`config.mk`:
```
export PLATFORM = sky130hd
export DESIGN_NAME = blk_admit_alloc
export DESIGN_NICKNAME = d
export VERILOG_FILES = /design/src/rtl/blk_admit_pkg.sv /design/src/rtl/ba_slot_table.sv /design/src/rtl/ba_pick_low.sv /design/src/rtl/ba_fit_check.sv /design/src/rtl/blk_admit_alloc.sv
export SDC_FILE = /design/constraint.sdc
export NUM_CORES = 1
export LEC_CHECK = 0
export CAP_MARGIN = 10
export CORE_ASPECT_RATIO = 1.75
export CORE_MARGIN = 1
export CORE_UTILIZATION = 50
export DETAILED_ROUTE_END_ITERATION = 16
export PLACE_DENSITY = 0.69
export SETUP_SLACK_MARGIN = 0.02
export SYNTH_ARGS = -nofsm -noshare
export SYNTH_HDL_FRONTEND = slang
export SYNTH_HIERARCHICAL = 1
export SYNTH_SLANG_ARGS = --single-unit
```
`constraint.sdc`:
```
create_clock -name clk -period 12 [get_ports clk]
set_clock_uncertainty 0.1 [all_clocks]
set_input_delay 1.2 -clock clk [delete_from_list [all_inputs] [get_ports clk]]
set_output_delay 1.2 -clock clk [all_outputs]
set_load 0.01 [all_outputs]
```
`src/rtl/blk_admit_pkg.sv`:
```
package blk_admit_pkg;

   typedef enum logic [1:0] {
      DEC_IDLE   = 2'd0,
      DEC_GRANT  = 2'd1,
      DEC_STALL  = 2'd2,
      DEC_REJECT = 2'd3
   } admit_dec_e;

   function automatic bit is_pow2(input int unsigned v);
      return (v != 0) && ((v & (v - 1)) == 0);
   endfunction

endpackage

```
`src/rtl/ba_slot_table.sv`:
```
module ba_slot_table #(
   parameter int SLOTS  = 8,
   parameter int SLOT_W = 3,
   parameter int THR_W  = 10,
   parameter int REG_W  = 14,
   parameter int SM_W   = 15,
   parameter int WRP_W  = 6
) (
   input  logic              clk,
   input  logic              rst_n,
   input  logic              alloc_en,
   input  logic [SLOT_W-1:0] alloc_slot,
   input  logic [THR_W-1:0]  alloc_thr,
   input  logic [REG_W-1:0]  alloc_reg,
   input  logic [SM_W-1:0]   alloc_sm,
   input  logic [WRP_W-1:0]  alloc_wrp,
   input  logic              free_en,
   input  logic [SLOT_W-1:0] free_slot,
   output logic [SLOTS-1:0]  busy,
   output logic              rel_hit,
   output logic [THR_W-1:0]  rel_thr,
   output logic [REG_W-1:0]  rel_reg,
   output logic [SM_W-1:0]   rel_sm,
   output logic [WRP_W-1:0]  rel_wrp
);

   logic [THR_W-1:0] thr_q [SLOTS];
   logic [REG_W-1:0] reg_q [SLOTS];
   logic [SM_W-1:0]  sm_q  [SLOTS];
   logic [WRP_W-1:0] wrp_q [SLOTS];

   for (genvar s = 0; s < SLOTS; s++) begin : g_slot
      logic take_s, drop_s;
      assign take_s = alloc_en && (alloc_slot == SLOT_W'(s));
      assign drop_s = free_en && (free_slot == SLOT_W'(s));

      always_ff @(posedge clk) begin
         if (!rst_n) begin
            busy[s]  <= 1'b0;
            thr_q[s] <= '0;
            reg_q[s] <= '0;
            sm_q[s]  <= '0;
            wrp_q[s] <= '0;
         end else if (take_s) begin
            busy[s]  <= 1'b1;
            thr_q[s] <= alloc_thr;
            reg_q[s] <= alloc_reg;
            sm_q[s]  <= alloc_sm;
            wrp_q[s] <= alloc_wrp;
         end else if (drop_s) begin
            busy[s]  <= 1'b0;
            thr_q[s] <= '0;
            reg_q[s] <= '0;
            sm_q[s]  <= '0;
            wrp_q[s] <= '0;
         end
      end
   end

   always_comb begin
      rel_hit = 1'b0;
      rel_thr = '0;
      rel_reg = '0;
      rel_sm  = '0;
      rel_wrp = '0;
      for (int s = 0; s < SLOTS; s++) begin
         if (free_en && busy[s] && (free_slot == SLOT_W'(s))) begin
            rel_hit = 1'b1;
            rel_thr = thr_q[s];
            rel_reg = reg_q[s];
            rel_sm  = sm_q[s];
            rel_wrp = wrp_q[s];
         end
      end
   end

endmodule

```
`src/rtl/ba_pick_low.sv`:
```
module ba_pick_low #(
   parameter int SLOTS  = 8,
   parameter int SLOT_W = 3
) (
   input  logic [SLOTS-1:0]  avail,
   output logic              any,
   output logic [SLOT_W-1:0] idx
);

   always_comb begin
      any = 1'b0;
      idx = '0;
      for (int s = SLOTS - 1; s >= 0; s--) begin
         if (avail[s]) begin
            any = 1'b1;
            idx = SLOT_W'(s);
         end
      end
   end

endmodule

```
`src/rtl/ba_fit_check.sv`:
```
module ba_fit_check
   import blk_admit_pkg::*;
#(
   parameter int REQ_THR_W   = 11,
   parameter int RPT_W       = 8,
   parameter int SMEM_W      = 15,
   parameter int THR_W       = 10,
   parameter int REG_W       = 14,
   parameter int SM_W        = 15,
   parameter int WRP_W       = 6,
   parameter int REG_POOL    = 8192,
   parameter int SMEM_POOL   = 16384,
   parameter int BLK_THR_MAX = 512,
   parameter int MAX_THR     = 768,
   parameter int WARP_SZ     = 32
) (
   input  logic                 req_valid,
   input  logic [REQ_THR_W-1:0] thr,
   input  logic [RPT_W-1:0]     rpt,
   input  logic [SMEM_W-1:0]    sm,
   input  logic [THR_W:0]       free_thr,
   input  logic [REG_W:0]       free_reg,
   input  logic [SM_W:0]        free_sm,
   input  logic                 slot_avail,
   output admit_dec_e           dec,
   output logic [THR_W-1:0]     dem_thr,
   output logic [REG_W-1:0]     dem_reg,
   output logic [SM_W-1:0]      dem_sm,
   output logic [WRP_W-1:0]     dem_wrp
);

   localparam int DEM_W  = REQ_THR_W + RPT_W;
   localparam int WIDE_W = DEM_W + 2;
   localparam int WSH    = $clog2(WARP_SZ);

   logic [DEM_W-1:0]     reg_full;
   logic [REQ_THR_W-1:0] wrp_full;
   logic                 never_fits, fits_now;

   assign reg_full = DEM_W'(thr) * DEM_W'(rpt);

   if (is_pow2(WARP_SZ)) begin : g_wrp_shift
      assign wrp_full = (thr >> WSH) + REQ_THR_W'(|thr[WSH-1:0]);
   end else begin : g_wrp_div
      assign wrp_full = REQ_THR_W'((32'(thr) + WARP_SZ - 1) / WARP_SZ);
   end

   assign never_fits = (thr == '0)
                    || (WIDE_W'(thr) > WIDE_W'(BLK_THR_MAX))
                    || (WIDE_W'(thr) > WIDE_W'(MAX_THR))
                    || (WIDE_W'(reg_full) > WIDE_W'(REG_POOL))
                    || (WIDE_W'(sm) > WIDE_W'(SMEM_POOL));

   assign fits_now = slot_avail
                  && (WIDE_W'(thr) <= WIDE_W'(free_thr))
                  && (WIDE_W'(reg_full) <= WIDE_W'(free_reg))
                  && (WIDE_W'(sm) <= WIDE_W'(free_sm));

   always_comb begin
      if (!req_valid)      dec = DEC_IDLE;
      else if (never_fits) dec = DEC_REJECT;
      else if (fits_now)   dec = DEC_GRANT;
      else                 dec = DEC_STALL;
   end

   assign dem_thr = THR_W'(thr);
   assign dem_reg = REG_W'(reg_full);
   assign dem_sm  = SM_W'(sm);
   assign dem_wrp = WRP_W'(wrp_full);

endmodule

```
`src/rtl/blk_admit_alloc.sv`:
```
module blk_admit_alloc
   import blk_admit_pkg::*;
#(
   parameter int SLOTS       = 8,
   parameter int MAX_THR     = 768,
   parameter int REG_POOL    = 8192,
   parameter int SMEM_POOL   = 16384,
   parameter int BLK_THR_MAX = 512,
   parameter int WARP_SZ     = 32,
   parameter int REQ_THR_W   = 11,
   parameter int RPT_W       = 8,
   parameter int SMEM_W      = 15,
   localparam int SLOT_W = (SLOTS > 1) ? $clog2(SLOTS) : 1,
   localparam int WRP_W  = $clog2(MAX_THR / WARP_SZ + SLOTS + 1)
) (
   input  logic                 clk,
   input  logic                 rst_n,
   input  logic                 req_valid,
   input  logic [REQ_THR_W-1:0] req_threads,
   input  logic [RPT_W-1:0]     req_regs_per_thr,
   input  logic [SMEM_W-1:0]    req_smem,
   output logic                 req_grant,
   output logic                 req_stall,
   output logic                 req_reject,
   output logic [SLOT_W-1:0]    grant_slot,
   input  logic                 rel_valid,
   input  logic [SLOT_W-1:0]    rel_slot,
   output logic [WRP_W-1:0]     warps_resident
);

   localparam int THR_W = $clog2(MAX_THR + 1);
   localparam int REG_W = $clog2(REG_POOL + 1);
   localparam int SM_W  = $clog2(SMEM_POOL + 1);

   initial begin
      assert (SLOTS >= 1) else $error("SLOTS must be at least 1");
      assert (WARP_SZ >= 2) else $error("WARP_SZ must be at least 2");
      assert (BLK_THR_MAX <= MAX_THR) else $error("per-block limit above core limit");
      assert ((1 << REQ_THR_W) > BLK_THR_MAX) else $error("REQ_THR_W too narrow");
      assert (SM_W <= SMEM_W + 1) else $error("SMEM_W too narrow for pool");
   end

   logic [THR_W-1:0] used_thr;
   logic [REG_W-1:0] used_reg;
   logic [SM_W-1:0]  used_sm;
   logic [WRP_W-1:0] used_wrp;

   logic [SLOTS-1:0] slot_busy, slot_avail;
   logic             rel_hit;
   logic [THR_W-1:0] rel_thr, dem_thr;
   logic [REG_W-1:0] rel_reg, dem_reg;
   logic [SM_W-1:0]  rel_sm, dem_sm;
   logic [WRP_W-1:0] rel_wrp, dem_wrp;
   logic             any_free;
   logic [SLOT_W-1:0] pick_idx;
   logic [THR_W:0]   free_thr;
   logic [REG_W:0]   free_reg;
   logic [SM_W:0]    free_sm;
   admit_dec_e       dec;

   ba_slot_table #(
      .SLOTS(SLOTS), .SLOT_W(SLOT_W), .THR_W(THR_W),
      .REG_W(REG_W), .SM_W(SM_W), .WRP_W(WRP_W)
   ) u_table (
      .clk(clk), .rst_n(rst_n),
      .alloc_en(req_grant), .alloc_slot(pick_idx),
      .alloc_thr(dem_thr), .alloc_reg(dem_reg),
      .alloc_sm(dem_sm), .alloc_wrp(dem_wrp),
      .free_en(rel_valid), .free_slot(rel_slot),
      .busy(slot_busy), .rel_hit(rel_hit),
      .rel_thr(rel_thr), .rel_reg(rel_reg),
      .rel_sm(rel_sm), .rel_wrp(rel_wrp)
   );

   always_comb begin
      slot_avail = ~slot_busy;
      for (int s = 0; s < SLOTS; s++) begin
         if (rel_hit && (rel_slot == SLOT_W'(s))) slot_avail[s] = 1'b1;
      end
   end

   ba_pick_low #(.SLOTS(SLOTS), .SLOT_W(SLOT_W)) u_pick (
      .avail(slot_avail), .any(any_free), .idx(pick_idx)
   );

   assign free_thr = (THR_W+1)'(MAX_THR) - (THR_W+1)'(used_thr) + (THR_W+1)'(rel_thr);
   assign free_reg = (REG_W+1)'(REG_POOL) - (REG_W+1)'(used_reg) + (REG_W+1)'(rel_reg);
   assign free_sm  = (SM_W+1)'(SMEM_POOL) - (SM_W+1)'(used_sm) + (SM_W+1)'(rel_sm);

   ba_fit_check #(
      .REQ_THR_W(REQ_THR_W), .RPT_W(RPT_W), .SMEM_W(SMEM_W),
      .THR_W(THR_W), .REG_W(REG_W), .SM_W(SM_W), .WRP_W(WRP_W),
      .REG_POOL(REG_POOL), .SMEM_POOL(SMEM_POOL),
      .BLK_THR_MAX(BLK_THR_MAX), .MAX_THR(MAX_THR), .WARP_SZ(WARP_SZ)
   ) u_fit (
      .req_valid(req_valid), .thr(req_threads), .rpt(req_regs_per_thr),
      .sm(req_smem), .free_thr(free_thr), .free_reg(free_reg),
      .free_sm(free_sm), .slot_avail(any_free), .dec(dec),
      .dem_thr(dem_thr), .dem_reg(dem_reg), .dem_sm(dem_sm), .dem_wrp(dem_wrp)
   );

   assign req_grant  = (dec == DEC_GRANT);
   assign req_stall  = (dec == DEC_STALL);
   assign req_reject = (dec == DEC_REJECT);
   assign grant_slot = pick_idx;

   always_ff @(posedge clk) begin
      if (!rst_n) begin
         used_thr <= '0;
         used_reg <= '0;
         used_sm  <= '0;
         used_wrp <= '0;
      end else begin
         used_thr <= used_thr - rel_thr + (req_grant ? dem_thr : '0);
         used_reg <= used_reg - rel_reg + (req_grant ? dem_reg : '0);
         used_sm  <= used_sm  - rel_sm  + (req_grant ? dem_sm  : '0);
         used_wrp <= used_wrp - rel_wrp + (req_grant ? dem_wrp : '0);
      end
   end

   assign warps_resident = used_wrp;

endmodule

```
==> results of run 1 <==
==> per-layer routing <==
| metal | vias up | share of wire (%) |
|---|---|---|
| li1 | 9155 | - |
| met1 | 10200 | 33 |
| met2 | 794 | 55 |
| met3 | 259 | 5.4 |
| met4 | 2 | 6.4 |
| met5 | - | 0.016 |
==> cell usage in the layout (no fill, tap or decap), drive strengths merged, types with 22 or more instances in the layout <==
cell and count:
o22ai 87, clkdlybuf4s50 51, o32ai 42, and2 448, nand3 25, a221oi 87, dfxtp 53, nor2 72
xnor2 49, clkbuf 46, fa 98, buf 72, ha 203, a21oi 69, inv 284, xor2 26
o21ai 106, nor2b 22, a21o 29, nand2 127, edfxtp 360
==> area by class of cell <==
cell class	count	area [um^2]	area share, %
Multi-Input combinational cell	1727	13700	45.8
Inverter	282	1060	3.53
Clock buffer	46	1000	3.35
Sequential cell	413	11900	39.6
Clock inverter	23	208	0.693
Tap cell	684	856	2.86
Timing Repair Buffer	123	1240	4.13
==> power breakdown <==
group	leakage, nW	switching (mW)	internal, mW	total (mW)
logic	7.60	1.67	1.13	2.80
registers	4.20	0.0422	1.69	1.73
clock network	0.574	0.543	0.666	1.21
==> final timing paths <==
check	startpoint	endpoint	depth (start not counted)
max	req_threads[4]	used_sm[14]	34
min	u_table/busy[6]	u_table/busy[6]	1
max reg2reg	u_table/busy[5]	used_sm[14]	33
min reg2reg	u_table/busy[6]	u_table/busy[6]	1
==> cells by family after synthesis <==
kind of cell / synth area share [%]
flip-flops: 43.5
adder cells (fa/ha/maj): 16.5
buffers and inverters: 6.52
XOR/XNOR: 2.41
multiplexers: 0.151
AO/OA/AOI/OAI: 14.2
AND/OR/NAND/NOR: 16.7
==> metrics.yaml, run 1 <==
outcome:
  status: "finished clean"
critical_path:
  required_ns: 12.33
  crit_type: "in2reg"
  critPathTopFamily: "adder cells"
  start_kind: "primary input"
  crit_buf_inv: 8
  crit_fanout: 19
  cp.arrival_ns: 11.45
  worst-r2r-setup-slack_ns: 2.24
  crit_slowest_cell: "clkdlybuf4s50_1"
  critPathCaptureType: "flop"
  max_stage_delay_ns: 0.99
timing:
  min_period_ns: 11.11
  drv_slew: 0
  worstMarginPinSlew_ns: 1.07
  post-route-period-util_pct: 92.6
  max_clock_freq_mhz: 90.0
  rsz0062_at_grt: "false"
  slew_headroom_pct: 27.8
  layout_setup_ws_ns: 0.888
  setup_viol: 0
  tns_ns: 0
  worst_hold_slack_ns: 0.472
  hold_viol: 0
global_route:
  top_usage_layer: "met2"
  grt_overflow: 0
  grt.total_usage_pct: 29.0
  grt_pass1_wl_um: 121000
  grt_max_degree: 71
  use_met2_pct: 56.0
  antenna_found_initial: 1
  grt_util_met3_pct: 3.41
  grt_pass1_vias: 21500
  grt_use_met1_pct: 28.6
final_layout:
  largestRegisters: "u_table/sm_q: 120 flops, u_table/reg_q: 112 flops, u_table/thr_q: 80 flops"
  n_fill_cell: 4570
  syn_to_final_growth_pct: 9.88
  diodes: 0
  fin_area_um2: 30000
  drive_gt1_share_pct: 6.77
  regMostFlops: "u_table/sm_q"
  finish.utilization_pct: 56.0
  largest_reg_flops: 120
  finalNonFillerCells: 3298
  nNetsFinal: 2927
clock_network:
  cts_max_level: 2
  clkLatencyLatePin_ns: 0.55
  clk_pin_slew_ns: 0.07
  hold_buffers: 0
  cts-root-buf: "clkbuf_16"
  cts_buffers: 38
  cts_setup_buffers: 0
  cts.path.max_buffers: 3
  cts.sinks: 413
  ctsResizeCount: 0
  cts_tree: "built"
synthesis:
  yosysWarningCount: 6
  synth_nets: 2908
  synthCells: 2566
  synth_edf_count: 360
  synth.area.top_cells: "edfxtp_1 (40%), and2_1 (10%), ha_1 (9.3%)"
  ys.flop_type: "edfxtp_1"
  ys_top_cells_by_count: "and2_1 (448), edfxtp_1 (360), inv_1 (282)"
  synth_area_leader_cell: "edfxtp_1"
  synth_seq_cells: 413
  synthesis.area_um2: 27300
  synth_cell_types: 86
  yosysMostFrequentCell: "and2_1"
  synth_seq_area_share_pct: 43.5
  synth_top_area_share_pct: 39.6
  synthArstFlopShare_pct: 0
  synth.avg_cell_area_um2: 10.6
detailed_routing:
  vias: 20400
  via_per_inst: 6.18
  dr.pass1.iters: 5
  wl_um: 79900
  wl_per_cell_um: 24.2
  drtIter0Drc: 1542
  drtAntennaViolNets: 0
  drcViolationCount: 0
floorplanning:
  fp.dieArea_um2: 55500
  dieWidth_um: 179
  rows: 112
  dieHeight_um: 311
  io-pin-count: 53
  core_area_um2: 53500
  initial_core_util_pct: 50.9
job:
  cap_violations: 0
placement:
  port_buffers: 52
  gp_congestion: 0.917
  dpl_cell_area_um2: 28800
  dp_cells: 3229
  pre_cts_ws_ns: 0.550
  hpwl_um: 55400
power:
  power_mw: 5.74
  powerDensity_nw_per_um2: 192
  p_leak_nw: 12.4
  ir_worst_vdd_mv: 0.140
min_path:
  min_path_type: "reg2reg"
Power figures use the tool's default switching activity.
==> run 2, diff against run 1 <==
--- a/config.mk
+++ b/config.mk
@@ -11,7 +11,6 @@
 export CORE_UTILIZATION = 50
 export DETAILED_ROUTE_END_ITERATION = 16
 export PLACE_DENSITY = 0.69
-export SETUP_SLACK_MARGIN = 0.02
 export SYNTH_ARGS = -nofsm -noshare
 export SYNTH_HDL_FRONTEND = slang
 export SYNTH_HIERARCHICAL = 1
==> results of run 2 <==
Final layout, timing and power as in run 1 (identical DEF).
